`config.mk`:
```
export PLATFORM = sky130hd
export DESIGN_NAME = wdt_service_tick
export DESIGN_NICKNAME = d
export VERILOG_FILES = /design/src/rtl/wdt_tick_pkg.sv /design/src/rtl/wdt_tick_prescale.sv /design/src/rtl/wdt_tick_sequencer.sv /design/src/rtl/wdt_tick_watchdog.sv /design/src/rtl/wdt_tick_counter.sv /design/src/rtl/wdt_service_tick.sv
export SDC_FILE = /design/constraint.sdc
export NUM_CORES = 1
export LEC_CHECK = 0
export BUFFER_PORTS_ARGS = -buffer_cell sky130_fd_sc_hd__buf_2
export CAP_MARGIN = 0
export CORE_UTILIZATION = 60
export DETAILED_ROUTE_END_ITERATION = 6
export PLACE_DENSITY = 0.89
export REMOVE_ABC_BUFFERS = 1
export SYNTH_ARGS = -nofsm -noshare
export SYNTH_HDL_FRONTEND = slang
export SYNTH_HIERARCHICAL = 1
export SYNTH_SLANG_ARGS = --single-unit
export TNS_END_PERCENT = 100
```
`constraint.sdc`:
```
create_clock -name clk -period 2.39 [get_ports clk]
set_input_delay 0.1195 -clock clk [delete_from_list [all_inputs] [get_ports clk]]
set_output_delay 0.1195 -clock clk [all_outputs]
set_load 0.005 [all_outputs]
```
`src/rtl/wdt_tick_pkg.sv`:
```
package wdt_tick_pkg;

    typedef enum logic [2:0] {
        SVC_RUN,
        SVC_HALT,
        SVC_LOAD,
        SVC_KEY_A,
        SVC_KEY_B,
        SVC_BUMP
    } svc_state_e;

    typedef enum logic {
        WD_LOCKED,
        WD_ARMED
    } wd_state_e;

endpackage

```
`src/rtl/wdt_tick_prescale.sv`:
```
module wdt_tick_prescale #(
    parameter int DIV = 12
) (
    input  logic clk,
    input  logic rst_n,
    input  logic en,
    output logic tick
);
    generate
        if (DIV < 2) begin : g_pass
            assign tick = en;
        end else begin : g_div
            localparam int W = $clog2(DIV);
            localparam logic [W-1:0] LAST = W'(DIV - 1);
            logic [W-1:0] cnt_q;

            always_ff @(posedge clk or negedge rst_n) begin
                if (!rst_n) begin
                    cnt_q <= '0;
                end else if (en) begin
                    if (cnt_q == LAST) begin
                        cnt_q <= '0;
                    end else begin
                        cnt_q <= cnt_q + 1'b1;
                    end
                end
            end

            assign tick = en && (cnt_q == LAST);
        end
    endgenerate
endmodule

```
`src/rtl/wdt_tick_sequencer.sv`:
```
module wdt_tick_sequencer
    import wdt_tick_pkg::*;
#(
    parameter int              TIMER_W = 16,
    parameter logic [TIMER_W-1:0] RELOAD = 16'hC567,
    parameter int              KEY_W   = 8,
    parameter logic [KEY_W-1:0] KEY_A  = 8'h1E,
    parameter logic [KEY_W-1:0] KEY_B  = 8'hE1
) (
    input  logic             clk,
    input  logic             rst_n,
    input  logic             tick,
    output logic             wr_en,
    output logic [KEY_W-1:0] wr_data,
    output logic             bump
);
    localparam logic [TIMER_W-1:0] TOP = '1;

    svc_state_e         state_q, state_d;
    logic [TIMER_W-1:0] tmr_q, tmr_d;
    logic               wrap;

    assign wrap = tick && (tmr_q == TOP);

    // state register
    always_ff @(posedge clk or negedge rst_n) begin
        if (!rst_n) begin
            state_q <= SVC_RUN;
            tmr_q   <= RELOAD;
        end else begin
            state_q <= state_d;
            tmr_q   <= tmr_d;
        end
    end

    // next state and timer datapath
    always_comb begin
        state_d = state_q;
        tmr_d   = tmr_q;
        unique case (state_q)
            SVC_RUN: begin
                if (wrap) begin
                    tmr_d   = '0;
                    state_d = SVC_HALT;
                end else if (tick) begin
                    tmr_d = tmr_q + 1'b1;
                end
            end
            SVC_HALT:  state_d = SVC_LOAD;
            SVC_LOAD: begin
                tmr_d   = RELOAD;
                state_d = SVC_KEY_A;
            end
            SVC_KEY_A: state_d = SVC_KEY_B;
            SVC_KEY_B: state_d = SVC_BUMP;
            SVC_BUMP:  state_d = SVC_RUN;
            default:   state_d = SVC_RUN;
        endcase
    end

    // outputs
    always_comb begin
        wr_en   = 1'b0;
        wr_data = '0;
        bump    = 1'b0;
        unique case (state_q)
            SVC_KEY_A: begin
                wr_en   = 1'b1;
                wr_data = KEY_A;
            end
            SVC_KEY_B: begin
                wr_en   = 1'b1;
                wr_data = KEY_B;
            end
            SVC_BUMP: bump = 1'b1;
            default: ;
        endcase
    end
endmodule

```
`src/rtl/wdt_tick_watchdog.sv`:
```
module wdt_tick_watchdog
    import wdt_tick_pkg::*;
#(
    parameter int               LIMIT = 16367,
    parameter int               KEY_W = 8,
    parameter logic [KEY_W-1:0] KEY_A = 8'h1E,
    parameter logic [KEY_W-1:0] KEY_B = 8'hE1
) (
    input  logic             clk,
    input  logic             rst_n,
    input  logic             tick,
    input  logic             wr_en,
    input  logic [KEY_W-1:0] wr_data,
    output logic             clear,
    output logic             rst_req
);
    localparam int          CW   = $clog2(LIMIT + 1);
    localparam logic [CW-1:0] LAST = CW'(LIMIT - 1);

    wd_state_e       state_q, state_d;
    logic [CW-1:0]   cnt_q;
    logic            rst_q;
    logic            expire;

    // state register
    always_ff @(posedge clk or negedge rst_n) begin
        if (!rst_n) begin
            state_q <= WD_LOCKED;
        end else begin
            state_q <= state_d;
        end
    end

    // unlock sequence
    always_comb begin
        state_d = state_q;
        clear   = 1'b0;
        unique case (state_q)
            WD_LOCKED: begin
                if (wr_en && wr_data == KEY_A) begin
                    state_d = WD_ARMED;
                end
            end
            WD_ARMED: begin
                if (wr_en) begin
                    if (wr_data == KEY_B) begin
                        clear   = 1'b1;
                        state_d = WD_LOCKED;
                    end else if (wr_data == KEY_A) begin
                        state_d = WD_ARMED;
                    end else begin
                        state_d = WD_LOCKED;
                    end
                end
            end
            default: state_d = WD_LOCKED;
        endcase
    end

    assign expire = tick && (cnt_q == LAST) && !clear;

    always_ff @(posedge clk or negedge rst_n) begin
        if (!rst_n) begin
            cnt_q <= '0;
            rst_q <= 1'b0;
        end else begin
            rst_q <= expire;
            if (clear || expire) begin
                cnt_q <= '0;
            end else if (tick) begin
                cnt_q <= cnt_q + 1'b1;
            end
        end
    end

    assign rst_req = rst_q;
endmodule

```
`src/rtl/wdt_tick_counter.sv`:
```
module wdt_tick_counter #(
    parameter int W = 16
) (
    input  logic         clk,
    input  logic         rst_n,
    input  logic         bump,
    output logic         heartbeat,
    output logic [W-1:0] count
);
    localparam int NB = W / 8;

    logic [NB:0]  carry;
    logic [W-1:0] cnt_q;
    logic         hb_q;

    assign carry[0] = bump;

    generate
        for (genvar b = 0; b < NB; b++) begin : g_byte
            assign carry[b+1] = carry[b] && (cnt_q[b*8 +: 8] == 8'hFF);

            always_ff @(posedge clk or negedge rst_n) begin
                if (!rst_n) begin
                    cnt_q[b*8 +: 8] <= 8'h00;
                end else if (carry[b]) begin
                    cnt_q[b*8 +: 8] <= cnt_q[b*8 +: 8] + 8'h01;
                end
            end
        end
    endgenerate

    always_ff @(posedge clk or negedge rst_n) begin
        if (!rst_n) begin
            hb_q <= 1'b0;
        end else if (bump) begin
            hb_q <= ~hb_q;
        end
    end

    assign heartbeat = hb_q;
    assign count     = cnt_q;
endmodule

```
`src/rtl/wdt_service_tick.sv`:
```
module wdt_service_tick #(
    parameter int               PRESCALE      = 12,
    parameter int               TIMER_W       = 16,
    parameter logic [15:0]      RELOAD        = 16'hC567,
    parameter int               WDT_LIMIT     = 16367,
    parameter int               COUNT_W       = 16,
    parameter int               KEY_W         = 8,
    parameter logic [7:0]       UNLOCK_FIRST  = 8'h1E,
    parameter logic [7:0]       UNLOCK_SECOND = 8'hE1,
    parameter logic [7:0]       SVC_FIRST     = UNLOCK_FIRST,
    parameter logic [7:0]       SVC_SECOND    = UNLOCK_SECOND
) (
    input  logic               clk,
    input  logic               rst_n,
    input  logic               enable,
    output logic               heartbeat,
    output logic [COUNT_W-1:0] tick_count,
    output logic               sys_rst_req
);
    logic             svc_tick;
    logic             wd_tick;
    logic             svc_wr_en;
    logic [KEY_W-1:0] svc_wr_data;
    logic             svc_bump;
    logic             wd_clear;

    wdt_tick_prescale #(.DIV(PRESCALE)) u_svc_pre (
        .clk  (clk),
        .rst_n(rst_n),
        .en   (enable),
        .tick (svc_tick)
    );

    wdt_tick_prescale #(.DIV(PRESCALE)) u_wd_pre (
        .clk  (clk),
        .rst_n(rst_n),
        .en   (1'b1),
        .tick (wd_tick)
    );

    wdt_tick_sequencer #(
        .TIMER_W(TIMER_W),
        .RELOAD (TIMER_W'(RELOAD)),
        .KEY_W  (KEY_W),
        .KEY_A  (KEY_W'(SVC_FIRST)),
        .KEY_B  (KEY_W'(SVC_SECOND))
    ) u_seq (
        .clk    (clk),
        .rst_n  (rst_n),
        .tick   (svc_tick),
        .wr_en  (svc_wr_en),
        .wr_data(svc_wr_data),
        .bump   (svc_bump)
    );

    wdt_tick_watchdog #(
        .LIMIT(WDT_LIMIT),
        .KEY_W(KEY_W),
        .KEY_A(KEY_W'(UNLOCK_FIRST)),
        .KEY_B(KEY_W'(UNLOCK_SECOND))
    ) u_wd (
        .clk    (clk),
        .rst_n  (rst_n),
        .tick   (wd_tick),
        .wr_en  (svc_wr_en),
        .wr_data(svc_wr_data),
        .clear  (wd_clear),
        .rst_req(sys_rst_req)
    );

    wdt_tick_counter #(.W(COUNT_W)) u_cnt (
        .clk      (clk),
        .rst_n    (rst_n),
        .bump     (svc_bump),
        .heartbeat(heartbeat),
        .count    (tick_count)
    );
endmodule

```
# After elaboration in Yosys (flattened, before gate mapping)
# Index checks and enable logic that the tools add are counted.
[op_classes]
n_eq_ne = 14
n_bitwise = 2
n_reduce_logical = 13
addsub = 6
mux = 20
[ops]
columns = ["cell", "count"]
rows = [
  ["2-to-1 mux 16 bit", 2],
  ["case mux 16 bit (2 select lines)", 1],
  ["2-to-1 mux 14 bit", 2],
  ["adder 16 x 1 -> 16 bit (second input constant)", 1],
  ["adder 8 x 1 -> 8 bit (second input constant)", 2],
  ["equality test 16 bit (second input constant)", 1],
  ["equality test 8 bit (second input constant)", 2],
  ["case mux 8 bit (2 select lines)", 1],
  ["case mux 3 bit (5 select lines)", 1],
  ["adder 14 x 1 -> 14 bit (second input constant)", 1],
  ["equality test 14 bit (second input constant)", 1],
  ["2-to-1 mux 1 bit", 9],
  ["adder 4 x 1 -> 4 bit (second input constant)", 2],
  ["equality test 4 bit (second input constant)", 2],
  ["equality test 8 x 5 -> 1 bit (second input constant)", 1],
  ["2-to-1 mux 4 bit", 2],
  ["equality test 3 x 2 -> 1 bit (second input constant)", 2],
  ["equality test 3 bit (second input constant)", 2],
  ["logical AND 1 bit", 6],
  ["nonzero test 2 bit", 2],
  ["equality test 3 x 1 -> 1 bit (second input constant)", 1],
  ["logical NOT 3 bit", 1],
  ["2-to-1 mux 3 bit", 1],
  ["inequality test 3 x 1 -> 1 bit (second input constant)", 1],
  ["7 further kinds", 8],
]
[totals]
wordCells = 65
register_bits = 60
output_inout_bits = 18

# Depth between registers and ports, before layout
[logic_depth]
word_depth = 10
depth_mapped = 9

# Modules after synthesis
# Netlist, hierarchy kept.
[by_module_without_submodules]
columns = ["module", "area_per_inst_um2", "cells_per_inst", "instances", "seq_area_each_um2"]
rows = [
  ["wdt_tick_sequencer", 1222.4, 130, 1, 486.7],
  ["wdt_tick_watchdog", 860.8, 85, 1, 400.4],
  ["wdt_tick_counter", 757.0, 60, 1, 425.4],
  ["wdt_tick_prescale", 212.7, 21, 2, 100.1],
  ["wdt_service_tick", 3.8, 1, 1, 0.0],
]

# Worst setup path after synthesis
# No wires, ideal clock.
[synth_path]
path_type = "reg-to-reg"
startpoint = "register u_seq.state_q[2]"
endpoint = "register u_wd.cnt_q[0]"
synth_period_minus_slack_ns = 2.193
setup_slack_ns = 0.197
arrival_ns = 2.074
path_buffers = 3
stages_incl_launch_ff = 9
path_cell_list = "dfrtp_1 -> buf_2 -> nor3b_1 -> buf_4 -> nand4_1 -> or4_1 -> nand2_4 -> buf_6 -> nor2_1"
[synth_via]
elab_chain_len = 10
elab_cells_between_ends = 14
cone_classes = "3 x eq/ne; 6 x mux; 5 x reduce/logical"
[synth_rtl]
columns = ["element", "line_no", "text"]
rows = [
  ["from (decl)", "wdt_tick_sequencer.sv:19", "svc_state_e state_q, state_d;"],
  ["from (signal assigned)", "wdt_tick_sequencer.sv:31", "state_q <= state_d;"],
  ["equality test 3 bit or equality test 3 x 2 -> 1 bit (tied branches)", "wdt_tick_sequencer.sv:66", "unique case (state_q)"],
  ["case mux 8 bit (2 select lines) (*)", "wdt_tick_sequencer.sv:66", ""],
  ["net svc_wr_data[0]", "wdt_service_tick.sv:23", "logic [KEY_W-1:0] svc_wr_data;"],
  ["equality test 8 bit (*)", "wdt_tick_watchdog.sv:46", "if (wr_data == KEY_B) begin"],
  ["2-to-1 mux 1 bit (*)", "wdt_tick_watchdog.sv:46", ""],
  ["2-to-1 mux 1 bit (*)", "wdt_tick_watchdog.sv:45", "if (wr_en) begin"],
  ["2-to-1 mux 1 bit (*)", "wdt_tick_watchdog.sv:38", "unique case (state_q)"],
  ["logical NOT 1 bit", "wdt_tick_watchdog.sv:60", "assign expire = tick && (cnt_q == LAST) && !clear;"],
  ["logical AND 1 bit", "wdt_tick_watchdog.sv:60", ""],
  ["logical OR 1 bit (*)", "wdt_tick_watchdog.sv:68", "if (clear || expire) begin"],
  ["2-to-1 mux 14 bit or nonzero test 2 bit (tied branches)", "n/a", ""],
  ["to (signal assigned)", "wdt_tick_watchdog.sv:71", "cnt_q <= cnt_q + 1'b1;"],
  ["to (decl)", "wdt_tick_watchdog.sv:21", "logic [CW-1:0] cnt_q;"],
]
# The timed path passes the listed nets; every way through them passes the cells marked *.
# A chain may end at the register's enable or synchronous reset.

# Final worst setup path
[layout_path]
startpoint = "register u_svc_pre.g_div.cnt_q[0]"
endpoint = "register u_seq.tmr_q[9]"
[layout_via]
elab_chain_len = 5
elab_cells_between_ends = 7
cone_classes = "2 x eq/ne; 2 x mux; 3 x reduce/logical"
[layout_rtl]
columns = ["element", "line_no", "text"]
rows = [
  ["from (decl)", "wdt_tick_prescale.sv:15", "logic [W-1:0] cnt_q;"],
  ["from (signal assigned)", "wdt_tick_prescale.sv:24", "cnt_q <= cnt_q + 1'b1;"],
  ["equality test 4 bit (*)", "wdt_tick_prescale.sv:29", "assign tick = en && (cnt_q == LAST);"],
  ["logical AND 1 bit (*)", "wdt_tick_prescale.sv:29", ""],
  ["net svc_tick", "wdt_service_tick.sv:20", "logic svc_tick;"],
  ["logical AND 1 bit", "wdt_tick_sequencer.sv:23", "assign wrap = tick && (tmr_q == TOP);"],
  ["2-to-1 mux 16 bit or inequality test 3 x 1 -> 1 bit (tied branches)", "n/a", ""],
  ["case mux 16 bit (2 select lines) or AND reduction 2 bit (tied branches)", "n/a", ""],
  ["to (signal assigned)", "wdt_tick_sequencer.sv:32", "tmr_q <= tmr_d;"],
  ["to (decl)", "wdt_tick_sequencer.sv:20", "logic [TIMER_W-1:0] tmr_q, tmr_d;"],
]
# Marks and branches as above.

==> impl_results.md <==
- Final Skew: around 8 ps
- Max_cap viols: 0
- Top cells by area, synth: dfrtp_1, dfstp_2, xor2_1, nand3_1, nor2_1
- Pre-CTS setup slack: 215 ps
- P_int: 1.80 mW
- Status: finished, final reports clean
- Htree depth: 3
- Initial antenna violation count: 0
- Routed length per placed instance: 15.0 µm
- Post-CTS Setup Bufs: 0
- DRC Markers: 0
- Worst path top cell family by delay: simple AND/OR/NAND/NOR gates
- Logic pwr share: about 15%
- Worst slew margin: around half
- First-pass GRT wire length: approximately 10000 µm
- Sequential fraction of the synthesis area: 46.3%
- Peak fanout along the critical path: 9
- Post-cts resize count: 0
- Worst path arrival time: around 2500 ps
- Root buffer cell: clkbuf_8
- Final setup vio count: 0
- Slowest cell on crit path: or4_1
- Post-detail-place hpwl: about 4300 µm
- Post-synthesis area per instance: between 10 and 15 µm²
- # rows: 26
- Hold-fix buffers, CTS: 1
- Nets: 357
- Synthesis-to-finish area growth: 10.6%
- Share of the synthesized area in the top cell type: 39.0%
- Sw frac: between 20 and 30%
- Global Route Usage Sum: 24.2%
- Hold slack: 75.3 ps
- Fin crit period: 2220 ps
- Final instance area: around 3600 µm²
- Main synth FF type: dfrtp_1
- Die area: 5750 µm²
- Clock slew seen by the registers of the worst setup and hold paths: 60 ps
- Drt total wl: between 6000 and 7000 µm
- Port-buffer cells: 20
- Setup ws final: 172 ps
- Post-detailed-placement cell area: between 3000 and 4000 µm²
- Drt first-iter violations: 141
- Worst Path Required: 2650 ps
- Clock sink count: 60
- Top-Level Pins: 21
- #FFs+latches synth: 60
- Static Leak: between 1.5 and 2 nW
- Type of the worst setup path: flop to flop
- Clk pwr share: 32.8%
- Slew Viols, Final: 0
- RSZ-0062 raised after global routing: no
- Register share of total power: 52.3%
- Clk buf depth: 2
- Warnings from Yosys: 6
- Initial Utilization: 63.2%
- Chip Height: 75.8 µm
- Core area: around 5200 µm²
- Setup TNS Final: 0 ps
- Vias in the first global route: 2300
- Post-DRT Antenna Nets: 0
- Final period utilization: 92.8%
- Final Util: 69.9%
- Num CTS Buffers: 9
- Cell variety after synth: 56
- Setup crit start kind: flop
- CP endpoint kind: flop
- Sw Pwr: 0.738 mW
- Post-synth EDFFs: 0
- Fill count: 353
- Peak VDD IR: 0.000382 V
- Mapped Area: about 3300 µm²
- Layout cell share with drive strength beyond 1: 23.3%
- Top-count cell post-synth: dfrtp_1
- Pin count of the biggest net entering global routing: 61
- Most used cell, CP: nor2_1
- Global route overflow: 0
- CTS tree: built
- Min-delay worst type: input port to flop
- Placed cells: ~410
- Crit path buf inv count: 0
- Final-report hold violation count: 0
- Cells after Synth: 318
- Final std cells w/o fill: 422
- GPL Wtd Cong: 0.985
- Via count: 2510
- PD cells: 702 nW/µm²
- Latest clock arrival within the worst-skew pair: 340 ps
- Horiz. Die Dim: 75.8 µm
- Worst path max stage delay: 510 ps
- Diode count: 0
- Worst-margin pin slew: 747 ps
- DR pass1 iterations: 4
- Power consumption: 2.54 mW
- Dominant cell type by area after synthesis: dfrtp_1
- Crit-path cells: ha_1 -> nand3b_1 -> nor2_1 -> nor2_1 -> or3_1 -> or4_1 -> a21oi_1
- Vias per cell: 5.95
- Fraction of registers with async set/reset: 100%
- Post-synth top cells: dfrtp_1, nor2_1, xor2_1
- Fmax: 0.451 GHz
==> placed cells by master, fill, tap and decap left out, types with 3 or more instances in the layout <==
cell type / netlist / final
nand4_1: 14 / 14
mux2_2: 4 / 4
clkbuf_8: 0 / 12
dfstp_2: 9 / 9
or3_1: 8 / 8
xor2_1: 25 / 25
conb_1: 1 / 7
inv_1: 10 / 10
nor4_1: 7 / 7
or4_1: 7 / 7
xnor2_1: 8 / 8
and3_1: 5 / 5
nor2_1: 29 / 29
nand2_1: 19 / 19
ha_1: 7 / 7
or2_2: 3 / 3
o21ai_0: 12 / 12
a21oi_1: 8 / 8
buf_4: 7 / 9
o211ai_1: 4 / 4
dfrtp_1: 51 / 51
buf_2: 2 / 20
clkinv_2: 0 / 3
nand3_1: 22 / 22
o31ai_1: 4 / 4
nor3_1: 4 / 4
and4b_1: 3 / 3
==> worst reg2reg max path: cells and delay by family, from the launching register on <==
| kind | cells | cell delay, ps |
|---|---|---|
| flops | 1 | 380 |
| fa+ha+maj | 1 | 220 |
| compound gates | 1 | 160 |
| simple gates | 5 | 1390 |
==> area by class of cell <==
type	count	area (µm²)	area share, %
clock inverter	4	22.5	0.623
sequential	60	1510	41.8
multi-input combinational	236	1610	44.6
timing repair buffer	30	178	4.91
tap	70	87.6	2.42
inverter	10	37.5	1.04
clock buffer	12	165	4.57
==> metal layers <==
metal	share of wire, %	wire length (µm)	GRT usage, %	up-vias
li1	-	-	-	1192
met1	43	2750	30.4	1234
met4	2.3	143	12.6	0
met2	50	3200	39.4	68
met5	0	0	0	-
met3	4.0	253	5.29	16
==> state kept, by name, summed over array words and instances (netlist names) <==
signal and flops:
u_cnt/heartbeat 1, u_seq/state_q 3, u_wd_pre/g_div.cnt_q 4, u_seq/tmr_q 16, u_wd/rst_req 1, u_wd/cnt_q 14
u_cnt/count 16, u_svc_pre/g_div.cnt_q 4, u_wd/state_q 1
==> kinds of logic after synthesis <==
family	synth area share, %
buffers and inverters	5.05
flip-flops	46.3
adder cells (fa/ha/maj)	2.68
multiplexers	2.30
AO/OA/AOI/OAI	7.88
other	0.115
AND/OR/NAND/NOR	26.9
XOR/XNOR	8.84
==> power by group through the flow <==
| stage | sequential (mW) | clock (mW) | combinational, mW |
|---|---|---|---|
| global placement | 1.33 | 0 | 0.346 |
| floorplan | 1.29 | 0 | 0.283 |
| detailed placement | 1.34 | 0 | 0.375 |
| CTS | 1.32 | 0.854 | 0.378 |
| global route | 1.35 | 0.892 | 0.431 |
| finish | 1.33 | 0.833 | 0.377 |
==> final timing paths <==
kind                                                 startpoint                              endpoint  slack [ps]  cells after the start
min                                                      enable  u_svc_pre/g_div.cnt_q[0]$_DFFE_PN0P_          80                      2
max reg2reg                u_svc_pre/g_div.cnt_q[0]$_DFFE_PN0P_            u_seq/tmr_q[9]$_DFFE_PN0P_         170                      7
min reg2reg                         u_cnt/count[15]$_DFFE_PN0P_           u_cnt/count[15]$_DFFE_PN0P_         470                      1
max in group asynchronous                                 rst_n            u_seq/tmr_q[4]$_DFFE_PN0P_        1430                      3
min in group asynchronous                                 rst_n           u_seq/tmr_q[11]$_DFFE_PN0P_         450                      3
max                        u_svc_pre/g_div.cnt_q[0]$_DFFE_PN0P_            u_seq/tmr_q[9]$_DFFE_PN0P_         170                      7
Note: power is estimated with default switching activity, not from simulation.
